File: config.mk
export PLATFORM = sky130hd
export DESIGN_NAME = brk_coast_unit
export DESIGN_NICKNAME = d
export VERILOG_FILES = /design/src/rtl/brk_pkg.sv /design/src/rtl/brk_match.sv /design/src/rtl/brk_event_sel.sv /design/src/rtl/brk_coast.sv /design/src/rtl/brk_coast_unit.sv
export SDC_FILE = /design/constraint.sdc
export NUM_CORES = 1
export LEC_CHECK = 0
export BUFFER_PORTS_ARGS = -buffer_cell sky130_fd_sc_hd__buf_2
export CORE_MARGIN = 5
export CORE_UTILIZATION = 45
export DETAILED_ROUTE_END_ITERATION = 16
export GPL_ROUTABILITY_DRIVEN = 1
export PLACE_DENSITY = 0.89
export SLEW_MARGIN = 20
export SYNTH_ARGS = -nofsm -noshare
export SYNTH_HDL_FRONTEND = slang
export SYNTH_SLANG_ARGS = --single-unit
export TNS_END_PERCENT = 5
File: constraint.sdc
create_clock -name clk -period 3.8 [get_ports clk]
set_input_delay 0.57 -clock clk [delete_from_list [all_inputs] [get_ports clk]]
set_output_delay 0.57 -clock clk [all_outputs]
set_load 0.05 [all_outputs]
File: src/rtl/brk_pkg.sv
// Package: shared constants and the coast event class encoding.
package brk_pkg;
    localparam int NUM_EV = 5;   // fetch, io read, int ack, serial in, serial out
    localparam int NUM_AV = 3;   // availability bits for the last three classes
    localparam int CLS_W  = 3;

    typedef enum logic [CLS_W-1:0] {
        CLS_FETCH = 3'd0,
        CLS_IORD  = 3'd1,
        CLS_INTA  = 3'd2,
        CLS_SIN   = 3'd3,
        CLS_SOUT  = 3'd4,
        CLS_ANY   = 3'd5,
        CLS_OFF6  = 3'd6,
        CLS_OFF7  = 3'd7
    } ev_cls_e;
endpackage

File: src/rtl/brk_match.sv
// Masked comparator for one breakpoint slot.
// Every word bit is either cared (it must equal the value bit) or ignored.
// Assumes the word, value and mask are stable in the cycle they are sampled.
module brk_match #(
    parameter int WORD_W = 32
) (
    input  logic [WORD_W-1:0] word_i,
    input  logic [WORD_W-1:0] value_i,
    input  logic [WORD_W-1:0] care_i,
    input  logic              valid_i,
    output logic              hit_o
);
    logic [WORD_W-1:0] bit_ok;

    // Per-bit test: equal, or masked out.
    for (genvar i = 0; i < WORD_W; i++) begin : g_bit
        assign bit_ok[i] = ~(word_i[i] ^ value_i[i]) | ~care_i[i];
    end

    // A slot matches only on a valid cycle with every bit passing.
    assign hit_o = valid_i & (&bit_ok);
endmodule

File: src/rtl/brk_event_sel.sv
// Coast event qualifier for one slot.
// Picks the event class given by the class code, and gates the classes
// that need processor status with their availability bits.
// Assumes the event flags belong to the cycle marked by valid_i.
module brk_event_sel
    import brk_pkg::*;
(
    input  logic [NUM_EV-1:0] ev_i,
    input  logic [NUM_AV-1:0] avail_i,
    input  logic              valid_i,
    input  logic [CLS_W-1:0]  cls_i,
    output logic              qual_o
);
    logic [NUM_EV-1:0] ev_eff;
    logic              pick;

    // Mask out events whose status the processor does not supply.
    assign ev_eff = ev_i & {avail_i, 2'b11};

    // Class decode; unused codes never qualify.
    always_comb begin
        unique case (ev_cls_e'(cls_i))
            CLS_FETCH: pick = ev_eff[0];
            CLS_IORD:  pick = ev_eff[1];
            CLS_INTA:  pick = ev_eff[2];
            CLS_SIN:   pick = ev_eff[3];
            CLS_SOUT:  pick = ev_eff[4];
            CLS_ANY:   pick = |ev_eff;
            default:   pick = 1'b0;
        endcase
    end

    // Events outside valid cycles never count.
    assign qual_o = valid_i & pick;
endmodule

File: src/rtl/brk_coast.sv
// Arm and count state for one breakpoint slot.
// In direct mode fire_o follows the match. In coast mode a match with a
// nonzero count arms the slot, and later qualifying events count down.
// fire_o is high in the cycle of the final event.
// Assumes halt_i is the block-wide tripped flag.
module brk_coast #(
    parameter int CNT_W = 8
) (
    input  logic             clk,
    input  logic             rst_n,
    input  logic             enable_i,
    input  logic             halt_i,
    input  logic             coast_i,
    input  logic [CNT_W-1:0] count_i,
    input  logic             hit_i,
    input  logic             qual_i,
    output logic             fire_o
);
    localparam logic [CNT_W-1:0] ONE = CNT_W'(1);

    logic             armed;
    logic [CNT_W-1:0] cnt;
    logic             run;

    assign run = enable_i & ~halt_i;

    // Fire decision for this cycle.
    always_comb begin
        if (!run)
            fire_o = 1'b0;
        else if (coast_i)
            fire_o = armed & qual_i & (cnt == ONE);
        else
            fire_o = hit_i;
    end

    // Arm on a first match, count down on qualifying events, drop on fire or halt.
    always_ff @(posedge clk) begin
        if (!rst_n || !enable_i) begin
            armed <= 1'b0;
            cnt   <= '0;
        end else if (halt_i) begin
            armed <= 1'b0;
            cnt   <= '0;
        end else if (armed) begin
            if (qual_i) begin
                if (cnt == ONE) begin
                    armed <= 1'b0;
                    cnt   <= '0;
                end else begin
                    cnt <= cnt - ONE;
                end
            end
        end else if (coast_i && hit_i && (count_i != '0)) begin
            armed <= 1'b1;
            cnt   <= count_i;
        end
    end
endmodule

File: src/rtl/brk_coast_unit.sv
// Top: breakpoint slots with masked compare and coast counting.
// Combines the slot fires into one registered break pulse with source
// flags, and trips until enable is toggled.
// Assumes the configuration ports are steady while enable is high.
module brk_coast_unit
    import brk_pkg::*;
#(
    parameter int NUM_BP = 2,
    parameter int WORD_W = 32,
    parameter int CNT_W  = 8
) (
    input  logic                         clk,
    input  logic                         rst_n,
    input  logic                         enable,
    input  logic [NUM_BP-1:0][WORD_W-1:0] bp_value,
    input  logic [NUM_BP-1:0][WORD_W-1:0] bp_care,
    input  logic [NUM_BP-1:0]            bp_coast,
    input  logic [NUM_BP-1:0][CLS_W-1:0] bp_class,
    input  logic [NUM_BP-1:0][CNT_W-1:0] bp_count,
    input  logic [WORD_W-1:0]            cyc_word,
    input  logic                         cyc_valid,
    input  logic [NUM_EV-1:0]            ev_flags,
    input  logic [NUM_AV-1:0]            ev_avail,
    output logic [NUM_BP-1:0]            bp_match,
    output logic                         brk_pulse,
    output logic [NUM_BP-1:0]            brk_src
);
    logic [NUM_BP-1:0] qual;
    logic [NUM_BP-1:0] fire;
    logic              tripped;

    for (genvar b = 0; b < NUM_BP; b++) begin : g_slot
        brk_match #(.WORD_W(WORD_W)) i_match (
            .word_i  (cyc_word),
            .value_i (bp_value[b]),
            .care_i  (bp_care[b]),
            .valid_i (cyc_valid),
            .hit_o   (bp_match[b])
        );

        brk_event_sel i_sel (
            .ev_i    (ev_flags),
            .avail_i (ev_avail),
            .valid_i (cyc_valid),
            .cls_i   (bp_class[b]),
            .qual_o  (qual[b])
        );

        brk_coast #(.CNT_W(CNT_W)) i_coast (
            .clk      (clk),
            .rst_n    (rst_n),
            .enable_i (enable),
            .halt_i   (tripped),
            .coast_i  (bp_coast[b]),
            .count_i  (bp_count[b]),
            .hit_i    (bp_match[b]),
            .qual_i   (qual[b]),
            .fire_o   (fire[b])
        );
    end

    // Trip latch: set by any fire, cleared only by dropping enable.
    always_ff @(posedge clk) begin
        if (!rst_n || !enable)
            tripped <= 1'b0;
        else if (|fire)
            tripped <= 1'b1;
    end

    // Registered break pulse and source flags.
    always_ff @(posedge clk) begin
        if (!rst_n) begin
            brk_pulse <= 1'b0;
            brk_src   <= '0;
        end else begin
            brk_pulse <= |fire;
            brk_src   <= fire;
        end
    end
endmodule

## After elaboration in Yosys (flattened, before gate mapping)

Index checks and enable logic that the tools add are counted.

| word-level totals | value |
|---|---|
| output and inout port bits | 5 |
| input port bits | 196 |
| logic and storage cells | 332 |
| bits in registers | 22 |

| cells by class | value |
|---|---|
| multiplexer cells | 22 |
| bitwise gates (word level) | 267 |
| reduce and logical (&&, ||, !) cells | 20 |
| add/subtract/negate cells | 2 |
| equal/unequal tests | 14 |

Operators with widths:

| operator | count |
|---|---|
| 1-bit inverter | 129 |
| 8-bit two-way mux | 8 |
| 1-bit OR | 64 |
| 32-bit AND reduction | 2 |
| 1-bit XOR | 64 |
| 8-bit by 1-bit == test with 1-bit output, second input constant | 2 |
| 8-bit nonzero test | 2 |
| 8-bit by 1-bit subtractor with 8-bit output, second input constant | 2 |
| 3-bit by 2-bit == test with 1-bit output, second input constant | 4 |
| 3-bit == test, second input constant | 4 |
| 1-bit two-way mux | 12 |
| 1-bit case mux with 6 select lines | 2 |
| 1-bit AND | 9 |
| 3-bit by 1-bit == test with 1-bit output, second input constant | 2 |
| 3-bit logical NOT | 2 |
| 5-bit AND | 1 |
| 5-bit OR reduction | 1 |
| 1-bit logical AND | 4 |
| 2-bit by 1-bit != test with 1-bit output, second input constant | 2 |
| 2-bit AND reduction | 2 |
| 2-bit nonzero test | 2 |
| 2-bit OR reduction | 2 |
| 1-bit logical NOT | 2 |
| 1-bit logical OR | 1 |

## Logic depth before layout (Yosys ltp)

Gate-level depths: netlist of run 1.

| logic depth | value |
|---|---|
| depth after elaboration | 9 |
| gate-level depth with buffers | 8 |
| depth with buffers taken out | 8 |

## Modules after synthesis

Synthesis of run 1 repeated with hierarchy kept, for this count alone.

| second synthesis, totals | value |
|---|---|
| cells, all modules | 308 |
| area total of the unflattened synthesis | 2681.3 um^2 |

By module, submodules not included:

| module | instances | cells each | area each (um^2) | sequential area each (um^2) |
|---|---|---|---|---|
| brk_coast | 2 | 86 | 739.5 | 180.2 |
| brk_match | 2 | 53 | 454.2 | 0.0 |
| brk_event_sel | 2 | 11 | 91.3 | 0.0 |
| brk_coast_unit | 1 | 8 | 111.4 | 80.1 |

## Worst setup path after synthesis of run 1

Ideal clock, no wire load.

| timing | value |
|---|---|
| path type | input port to output port |
| start | in bp_value[51] (netlist name) |
| end | out bp_match[1] |
| buffers on the path | 1 |
| path slack | 1.394 ns |
| data required time | 3.230 ns |
| arrival | 1.836 ns |
| stages on the path | 6 |
| path through | xor2_1 -> a22oi_1 -> nand4_1 -> a2111oi_2 -> and2_1 -> buf_4 |

| between the ends | value |
|---|---|
| cells in the longest elaborated chain, start to end | 5 |

RTL lines:

| element | line | text |
|---|---|---|
| start, declared | brk_coast_unit.sv:15 | `input logic [NUM_BP-1:0][WORD_W-1:0] bp_value,` |
| 1-bit XOR | brk_match.sv:17 | `assign bit_ok[i] = ~(word_i[i] ^ value_i[i]) \| ~care_i[i];` |
| 1-bit inverter | brk_match.sv:17 |  |
| 1-bit OR | brk_match.sv:17 |  |
| 32-bit AND reduction | brk_match.sv:21 | `assign hit_o = valid_i & (&bit_ok);` |
| 1-bit AND | brk_match.sv:21 |  |
| end, declared | brk_coast_unit.sv:24 | `output logic [NUM_BP-1:0] bp_match,` |

Every way passes these cells.

## Worst setup path in the final report of run 1

| timing | value |
|---|---|
| start | in cyc_word[24] |
| end | out bp_match[1] |

| between the ends | value |
|---|---|
| cells in the longest elaborated chain, start to end | 5 |

RTL lines:

| element | line | text |
|---|---|---|
| start, declared | brk_coast_unit.sv:20 | `input logic [WORD_W-1:0] cyc_word,` |
| 1-bit XOR | brk_match.sv:17 |  |
| 1-bit inverter | brk_match.sv:17 |  |
| 1-bit OR | brk_match.sv:17 |  |
| 32-bit AND reduction | brk_match.sv:21 |  |
| 1-bit AND | brk_match.sv:21 |  |

Every way passes these cells.

==> results of run 1 <==
## cells in the final DEF, fill, tap and decap left out, types with 3 or more instances in the layout
cell and count:
nor3_1 6, nor2b_1 3, nor2_1 9, o21ai_0 7, o22ai_1 4, ha_1 4, clkbuf_8 3, a22oi_1 30
and2_1 3, xor2_1 72, nand4_1 14, o211ai_1 3, nand2_1 70, nand3_1 11, inv_1 19, buf_2 200
mux2i_1 19, nor4_1 9, or3_1 3, a31oi_1 3, dfxtp_1 22
## worst max-delay path, stage by stage
cell and delay (ns):
buf_2 0.12, xor2_1 0.14, a22oi_1 0.20, nand4_1 0.15, a2111oi_2 0.57, and2_1 0.19, buf_2 0.26
## sequential cells by signal, summed over array words and instances (netlist names)
signal / count
brk_pulse: 1
brk_src: 2
g_slot.i_coast.cnt: 16
g_slot.i_coast.armed: 2
tripped: 1
## cell type report
type | count | area share
clock buffer | 3 | 0.0109
inverter | 19 | 0.0188
antenna | 2 | 0.00132
timing repair buffer | 200 | 0.265
clock inverter | 1 | 0.00794
sequential | 22 | 0.116
multi-input combinational | 304 | 0.555
tap | 75 | 0.0248
## per-layer routing
| layer | part of all wire | up-vias | track usage |
|---|---|---|---|
| met5 | 0 | - | 0 |
| met1 | 0.41 | 1536 | 0.337 |
| met2 | 0.50 | 155 | 0.506 |
| met3 | 0.078 | 15 | 0.0454 |
| li1 | - | 1672 | - |
| met4 | 0.013 | 0 | 0.0474 |
## power groups by stage
stage | clock, mW | combinational [mW] | sequential (mW)
finish | 0.227 | 0.279 | 0.230
global route | 0.240 | 0.306 | 0.230
CTS | 0.233 | 0.276 | 0.230
detailed placement | 0 | 0.275 | 0.236
global placement | 0 | 0.266 | 0.236
floorplan | 0 | 0.120 | 0.236
## how the worst max path moves through the flow
stage | slack [ns] | cells after the start | to | startpoint
6_report | 1.03 | 7 | bp_match[1] | cyc_word[24]
5_1_grt | 0.85 | 7 | bp_match[1] | cyc_word[24]
4_1_cts | 1.01 | 7 | bp_match[1] | cyc_word[24]
3_5_place_dp | 1.02 | 7 | bp_match[1] | cyc_word[24]
3_3_place_gp | 1.03 | 7 | bp_match[1] | bp_value[56]
2_1_floorplan | 1.39 | 6 | bp_match[1] | bp_value[51]
## logic make-up after synthesis
kind of cell | synth area share
adder cells (fa/ha/maj) | 0.0186
flip-flops | 0.164
XOR/XNOR | 0.241
AO/OA/AOI/OAI | 0.184
AND/OR/NAND/NOR | 0.263
multiplexers | 0.0751
buffers and inverters | 0.0531
==> flow_metrics.env, run 1 <==
export IMPL_status="finished, final reports clean"
export IMPL_fmax_ghz=0.361
export IMPL_r2r_end="brk_pulse$_SDFF_PN0_"
export IMPL_wirelength_um=10800
export IMPL_r2r_start="g_slot[0].i_coast.cnt[3]$_SDFFE_PP0P_"
export IMPL_power_mw=0.736
export IMPL_worstHoldPathCells=2
export IMPL_rsz0062_at_grt="false"
export IMPL_vias=3378
export IMPL_seqPwrFrac=0.313
export IMPL_period_needed_ns=2.77
export IMPL_post_route_util=0.647
export IMPL_peakVddDrop_mv=0.197
export IMPL_hold_path_startpoint="tripped$_SDFFE_PP0P_"
export IMPL_placementRows=28
export IMPL_port_buffers=200
export IMPL_clkSlewWorstSetupHoldPaths_ns=0.09
export IMPL_regArea_um2=440
export IMPL_fin_nets=750
export IMPL_root_buffer="clkbuf_8"
export IMPL_drv_cap=0
export IMPL_internal_power_mw=0.511
export IMPL_power_frac_clock=0.308
export IMPL_fin_area_mm2=0.00378
export IMPL_dp_slack_ns=1.02
export IMPL_path_max_fanout=4
export IMPL_max_slew_margin=0.324
export IMPL_fin_skew_ns=0.00952
export IMPL_synth_top_cell_by_area="xor2_1"
export IMPL_htreeDepth=1
export IMPL_synth_common_cells="72 x xor2_1, 70 x nand2_1, 30 x a22oi_1, 22 x dfxtp_1"
export IMPL_synth_edf_count=0
export IMPL_place_gp_congestion=0.990
export IMPL_cts_resized=0
export IMPL_crit_type="input pin to output pin"
export IMPL_worst_ep_arrival_time_ns=2.20
export IMPL_synth_top_area_share=0.235
export IMPL_synth_area_mm2=0.00268
export IMPL_final_cells=626
export IMPL_drt_iter0_drc=161
export IMPL_cts_tree="yes"
export IMPL_io_pins=201
export IMPL_core_area_mm2=0.00585
export IMPL_clock_sinks=22
export IMPL_post_cts_buffers=0
export IMPL_hold_buffers=0
export IMPL_synth_cell_types=48
export IMPL_clk_latency_ns=0.28
export IMPL_powerDensity_mw_per_mm2=195
export IMPL_hold_end="tripped$_SDFFE_PP0P_"
export IMPL_hp_class="flip-flop to flip-flop"
export IMPL_synthFlopType="dfxtp_1"
export IMPL_drt_pass1_iter_count=4
export IMPL_postPlaceCellArea_mm2=0.00371
export IMPL_hold_viol_final=0
export IMPL_combPwrFrac=0.379
export IMPL_grt_max_degree=33
export IMPL_ant_nets=0
export IMPL_placed_cells=620
export IMPL_syn_num_nets=557
export IMPL_rrSetupSlack_ns=1.55
export IMPL_die_h_um=87.2
export IMPL_fillerInstances=516
export IMPL_maxSlewViolCount=0
export IMPL_synthArstFlopShare=0
export IMPL_grt_first_pass_wirelength_um=16300
export IMPL_ys_ff_latch=22
export IMPL_fin_tns_setup_ns=0
export IMPL_synthTopCellsByArea="xor2_1 23%, dfxtp_1 16%, nand2_1 9.8%"
export IMPL_p_leak_nw=1.99
export IMPL_die_w_um=87.2
export IMPL_grt_usage=0.275
export IMPL_critPathCaptureType="output pin"
export IMPL_period_share=0.728
export IMPL_setup_ws_ns=1.03
export IMPL_r2r_cells=5
export IMPL_viasPerCell=5.40
export IMPL_worstMarginPinSlew_ns=1.01
export IMPL_antenna_found_initial=0
export IMPL_syn_to_final_growth_pct=41.0
export IMPL_synth_most_common_cell="xor2_1"
export IMPL_grt_pass1_vias=3440
export IMPL_p_switching_mw=0.225
export IMPL_wire_per_inst_um=17.2
export IMPL_synth_seq_area_share=0.164
export IMPL_drt_drc_violations_left=0
export IMPL_finalSetupViolations=0
export IMPL_multi_input_comb_area_mm2=0.00210
export IMPL_cp_required_ns=3.23
export IMPL_die_area_mm2=0.00761
export IMPL_start_kind="input pin"
export IMPL_synth_cells=357
export IMPL_clk_path_buf_depth=2
export IMPL_dpl_hpwl_um=9420
export IMPL_gr_total_overflow=0
export IMPL_drive_gt1_frac=0.393
export IMPL_cts_buffers=3
export IMPL_synth_warnings=0
export IMPL_initial_core_util=0.459
export IMPL_worst_hold_slack_ns=0.483
export IMPL_switching_share=0.306
export IMPL_avgSynthCellArea_um2=7.52
Power figures use the tool's default switching activity.
==> inputs of run 2 (changes only) <==
CORE_UTILIZATION = 41   (was 45)
PLACE_DENSITY = 0.83   (was 0.89)
clock period = 2.6 ns   (was 3.8 ns; I/O delays follow)
==> flow_metrics.env, run 2 (same netlist as run 1, synthesis figures left out) <==
export IMPL_place_gp_congestion=0.997
export IMPL_finalSetupViolations=0
export IMPL_peakVddDrop_mv=0.259
export IMPL_critPathCaptureType="output pin"
export IMPL_rrSetupSlack_ns=0.33
export IMPL_crit_slowest_cell="a2111oi_2"
export IMPL_cp_required_ns=2.21
export IMPL_clk_latency_ns=0.26
export IMPL_rsz0062_at_grt="false"
export IMPL_worstMarginPinSlew_ns=0.692
export IMPL_placementRows=29
export IMPL_critPathBufInv=2
export IMPL_largest_reg_flops=16
export IMPL_clkSlewWorstSetupHoldPaths_ns=0.08
export IMPL_hold_viol_final=0
export IMPL_r2r_start="g_slot[0].i_coast.cnt[3]$_SDFFE_PP0P_"
export IMPL_wire_per_inst_um=16.7
export IMPL_slowest_delay_ns=0.43
export IMPL_grt_usage=0.246
export IMPL_path_max_fanout=2
export IMPL_regMostFlops="g_slot.i_coast.cnt"
export IMPL_period_share=0.882
export IMPL_hold_end="tripped$_SDFFE_PP0P_"
export IMPL_viasPerCell=5.30
export IMPL_hold_path_startpoint="enable"
export IMPL_fin_skew_ns=0.00677
export IMPL_fin_nets=756
export IMPL_die_h_um=90.9
export IMPL_crit_chain="buf_2 > xor2_1 > a22oi_1 > nand4_1 > a2111oi_2 > and2_1 > buf_2"
export IMPL_powerDensity_mw_per_mm2=260
export IMPL_hold_buffers=0
export IMPL_multi_input_comb_area_mm2=0.00210
export IMPL_dpl_hpwl_um=9330
export IMPL_final_common_cell="buf_2"
export IMPL_grt_max_degree=33
export IMPL_fmax_ghz=0.436
export IMPL_crit_top_cell="buf_2"
export IMPL_cts_resized=0
export IMPL_die_w_um=90.9
export IMPL_drt_pass1_iter_count=4
export IMPL_period_needed_ns=2.29
export IMPL_drt_iter0_drc=166
export IMPL_start_kind="input pin"
export IMPL_final_cell_mix="200 x buf_2, 72 x xor2_1, 70 x nand2_1"
export IMPL_root_buffer="clkbuf_8"
export IMPL_regArea_um2=440
export IMPL_gr_total_overflow=0
export IMPL_r2r_cells=5
export IMPL_status="finished, final reports clean"
export IMPL_vias=3357
export IMPL_final_cells=633
export IMPL_fin_tns_setup_ns=0
export IMPL_wirelength_um=10600
export IMPL_syn_to_final_growth_pct=42.1
export IMPL_fillerInstances=586
export IMPL_die_area_mm2=0.00826
export IMPL_antenna_found_initial=2
export IMPL_grt_first_pass_wirelength_um=16600
export IMPL_path_delay_family="compound AO/OA/AOI/OAI gates"
export IMPL_placed_cells=628
export IMPL_clock_sinks=22
export IMPL_core_area_mm2=0.00635
export IMPL_r2r_end="tripped$_SDFFE_PP0P_"
export IMPL_cts_tree="yes"
export IMPL_cts_buffers=3
export IMPL_hp_class="input pin to flip-flop"
export IMPL_worst_ep_arrival_time_ns=1.90
export IMPL_initial_core_util=0.423
export IMPL_port_buffers=200
export IMPL_maxSlewViolCount=0
export IMPL_grt_pass1_vias=3405
export IMPL_clk_path_buf_depth=2
export IMPL_post_cts_buffers=0
export IMPL_worstHoldPathCells=3
export IMPL_reg_top3="g_slot.i_coast.cnt (16), brk_src (2), g_slot.i_coast.armed (2)"
export IMPL_ant_nets=0
export IMPL_drive_gt1_frac=0.400
export IMPL_drv_cap=0
export IMPL_crit_type="input pin to output pin"
export IMPL_htreeDepth=1
export IMPL_drt_drc_violations_left=0
export IMPL_p_leak_nw=2.02
export IMPL_max_slew_margin=0.534
export IMPL_io_pins=201
run 2: worst register-to-register path, delay by kind of cell (launching register included):
family,cells,cell delay (ns)
and+or+nand+nor,3,1.51
DFF,1,0.36
AOI/OAI and AO/OA,2,0.33
run 2: final cells by class:
type                    count  area share
multi-input cells         304       0.551
repair buffers            206       0.274
flip-flops and latches     22       0.116
well taps                  77      0.0253
inverters                  19      0.0187
clock buffers               4      0.0144
diodes                      1    0.000656
run 2: metal layers:
metal / routed length (um) / GRT usage / vias to the layer above
met4: 254 / 0.0746 / 2
met1: 4360 / 0.301 / 1505
met2: 5010 / 0.412 / 157
li1: - / - / 1669
met5: 18 / 0 / -
met3: 932 / 0.0750 / 24
run 2: stage by stage:
step	worst slack (ns)	power, mW	area, um^2	utilization	hold slack, ns
global route	0.223	1.06	3810	0.600	0.373
CTS	0.311	1.00	3810	0.600	0.372
finish	0.308	0.991	3810	0.600	0.384
detailed placement	0.320	0.746	3750	0.591	0.479
floorplan	0.554	0.520	2680	-	0.447
global placement	0.298	0.742	3750	0.591	0.458
run 2: worst max path at each step:
stage	cells after the start	start	slack [ns]	to
floorplan	6	bp_value[51]	0.55	bp_match[1]
global placement	7	cyc_word[19]	0.30	bp_match[1]
detailed placement	7	cyc_word[19]	0.32	bp_match[1]
CTS	7	cyc_word[19]	0.31	bp_match[1]
global route	7	cyc_word[26]	0.22	bp_match[1]
finish	7	cyc_word[19]	0.31	bp_match[1]
run 2: power breakdown:
group	internal, mW	switching (mW)	leakage, nW
Clock	0.135	0.113	0.0288
Sequential	0.337	0.00000665	0.177
Combinational	0.205	0.202	1.81
==> inputs of run 3 (changes only) <==
CORE_UTILIZATION = 42   (was 41)
CTS_BUF_LIST = sky130_fd_sc_hd__clkbuf_8   (was not set)
PLACE_DENSITY = 0.84   (was 0.83)
clock period = 2.4 ns   (was 2.6 ns; I/O delays follow)
==> flow_metrics.env, run 3 (same netlist as run 1, synthesis figures left out) <==
export IMPL_fmax_ghz=0.451
export IMPL_p_leak_nw=2.03
export IMPL_critPathCaptureType="output pin"
export IMPL_powerDensity_mw_per_mm2=279
export IMPL_status="finished, final reports clean"
export IMPL_syn_to_final_growth_pct=43.0
export IMPL_cts_buffers=3
export IMPL_crit_type="input pin to output pin"
export IMPL_r2r_start="g_slot[0].i_coast.cnt[3]$_SDFFE_PP0P_"
export IMPL_vias=3347
export IMPL_dpl_hpwl_um=9390
export IMPL_period_needed_ns=2.22
export IMPL_switching_share=0.314
export IMPL_port_buffers=200
export IMPL_wire_per_inst_um=16.4
export IMPL_grt_pass1_vias=3431
export IMPL_postPlaceCellArea_mm2=0.00378
export IMPL_hold_end="tripped$_SDFFE_PP0P_"
export IMPL_seqPwrFrac=0.341
export IMPL_worstMarginPinSlew_ns=0.743
export IMPL_cp_required_ns=2.04
export IMPL_peakVddDrop_mv=0.161
export IMPL_antenna_found_initial=0
export IMPL_drt_drc_violations_left=0
export IMPL_drv_cap=0
export IMPL_post_cts_buffers=0
export IMPL_place_gp_congestion=0.899
export IMPL_r2r_cells=5
export IMPL_ant_nets=0
export IMPL_grt_first_pass_wirelength_um=16600
export IMPL_largest_reg_flops=16
export IMPL_hold_path_startpoint="enable"
export IMPL_placementRows=29
export IMPL_max_slew_margin=0.500
export IMPL_rrSetupSlack_ns=0.20
export IMPL_power_frac_clock=0.249
export IMPL_initial_core_util=0.428
export IMPL_gr_total_overflow=0
export IMPL_die_area_mm2=0.00809
export IMPL_core_area_mm2=0.00628
export IMPL_final_common_cell="buf_2"
export IMPL_worst_ep_arrival_time_ns=1.86
export IMPL_clk_path_buf_depth=2
export IMPL_die_h_um=89.9
export IMPL_fin_nets=759
export IMPL_path_max_fanout=2
export IMPL_hp_class="input pin to flip-flop"
export IMPL_dp_slack_ns=0.146
export IMPL_viasPerCell=5.25
export IMPL_clkSlewWorstSetupHoldPaths_ns=0.08
export IMPL_period_share=0.924
export IMPL_hold_buffers=0
export IMPL_drt_iter0_drc=185
export IMPL_fin_tns_setup_ns=0
export IMPL_worstHoldPathCells=3
export IMPL_grt_max_degree=25
export IMPL_drt_pass1_iter_count=4
export IMPL_maxSlewViolCount=0
export IMPL_io_pins=201
export IMPL_die_w_um=89.9
export IMPL_fin_area_mm2=0.00384
export IMPL_cts_resized=0
export IMPL_setup_ws_ns=0.182
export IMPL_clock_sinks=22
export IMPL_rsz0062_at_grt="false"
export IMPL_htreeDepth=1
export IMPL_fin_skew_ns=0.00189
export IMPL_p_switching_mw=0.336
export IMPL_hold_viol_final=0
export IMPL_final_cell_mix="200 x buf_2, 72 x xor2_1, 70 x nand2_1"
export IMPL_root_buffer="clkbuf_8"
export IMPL_drive_gt1_frac=0.403
export IMPL_reg_top3="g_slot.i_coast.cnt (16), brk_src (2), g_slot.i_coast.armed (2)"
export IMPL_combPwrFrac=0.410
export IMPL_internal_power_mw=0.733
export IMPL_clk_latency_ns=0.26
export IMPL_finalSetupViolations=0
export IMPL_start_kind="input pin"
export IMPL_wirelength_um=10500
export IMPL_grt_usage=0.249
export IMPL_cts_tree="yes"
export IMPL_regMostFlops="g_slot.i_coast.cnt"
export IMPL_r2r_end="tripped$_SDFFE_PP0P_"
[run 3: how the worst max path moves through the flow]
stage                                           from                               endpoint  slack [ns]  depth (start not counted)
3_3_place_gp                            cyc_word[19]                            bp_match[1]        0.20                          7
6_report                                cyc_word[19]                            bp_match[1]        0.18                          7
4_1_cts        g_slot[0].i_coast.cnt[3]$_SDFFE_PP0P_                   tripped$_SDFFE_PP0P_        0.18                          5
3_5_place_dp                            cyc_word[19]  g_slot[1].i_coast.cnt[1]$_SDFFE_PP0P_        0.15                          8
2_1_floorplan  g_slot[0].i_coast.cnt[3]$_SDFFE_PP0P_                   tripped$_SDFFE_PP0P_        0.39                          6
5_1_grt        g_slot[0].i_coast.cnt[3]$_SDFFE_PP0P_                   tripped$_SDFFE_PP0P_        0.08                          5
[run 3: cell type report]
class                   count  area (um^2)
inverters                  19         71.3
well taps                  77         96.3
multi-input cells         304         2100
repair buffers            209         1070
clock buffers               4         55.1
fillers                   573         2440
flip-flops and latches     22          440
diodes                      2         5.00
[run 3: critical path: stages]
cell	delay, ns
buf_2	0.13
xor2_1	0.14
a22oi_1	0.19
nand4_1	0.15
a2111oi_2	0.45
and2_1	0.18
buf_2	0.26
[run 3: through the flow]
stage	total power, mW	util	hold WS [ns]	cells
after floorplan	0.564	-	0.447	357
after global placement	0.797	0.602	0.455	631
after detailed placement	0.805	0.602	0.483	631
after CTS	1.07	0.611	0.361	635
after global routing	1.14	0.611	0.357	635
final	1.07	0.611	0.367	637
[run 3: power by group through the flow]
stage               Combinational, mW  Sequential [mW]  Clock (mW)
floorplan                       0.190            0.373           0
global placement                0.424            0.373           0
detailed placement              0.431            0.373           0
CTS                             0.434            0.365       0.276
global route                    0.480            0.365       0.297
finish                          0.438            0.365       0.267
[run 3: per-layer routing]
metal / share of wire / track usage
met1: 0.42 / 0.312
met2: 0.49 / 0.426
met3: 0.075 / 0.0618
met4: 0.019 / 0.0633
met5: 0 / 0
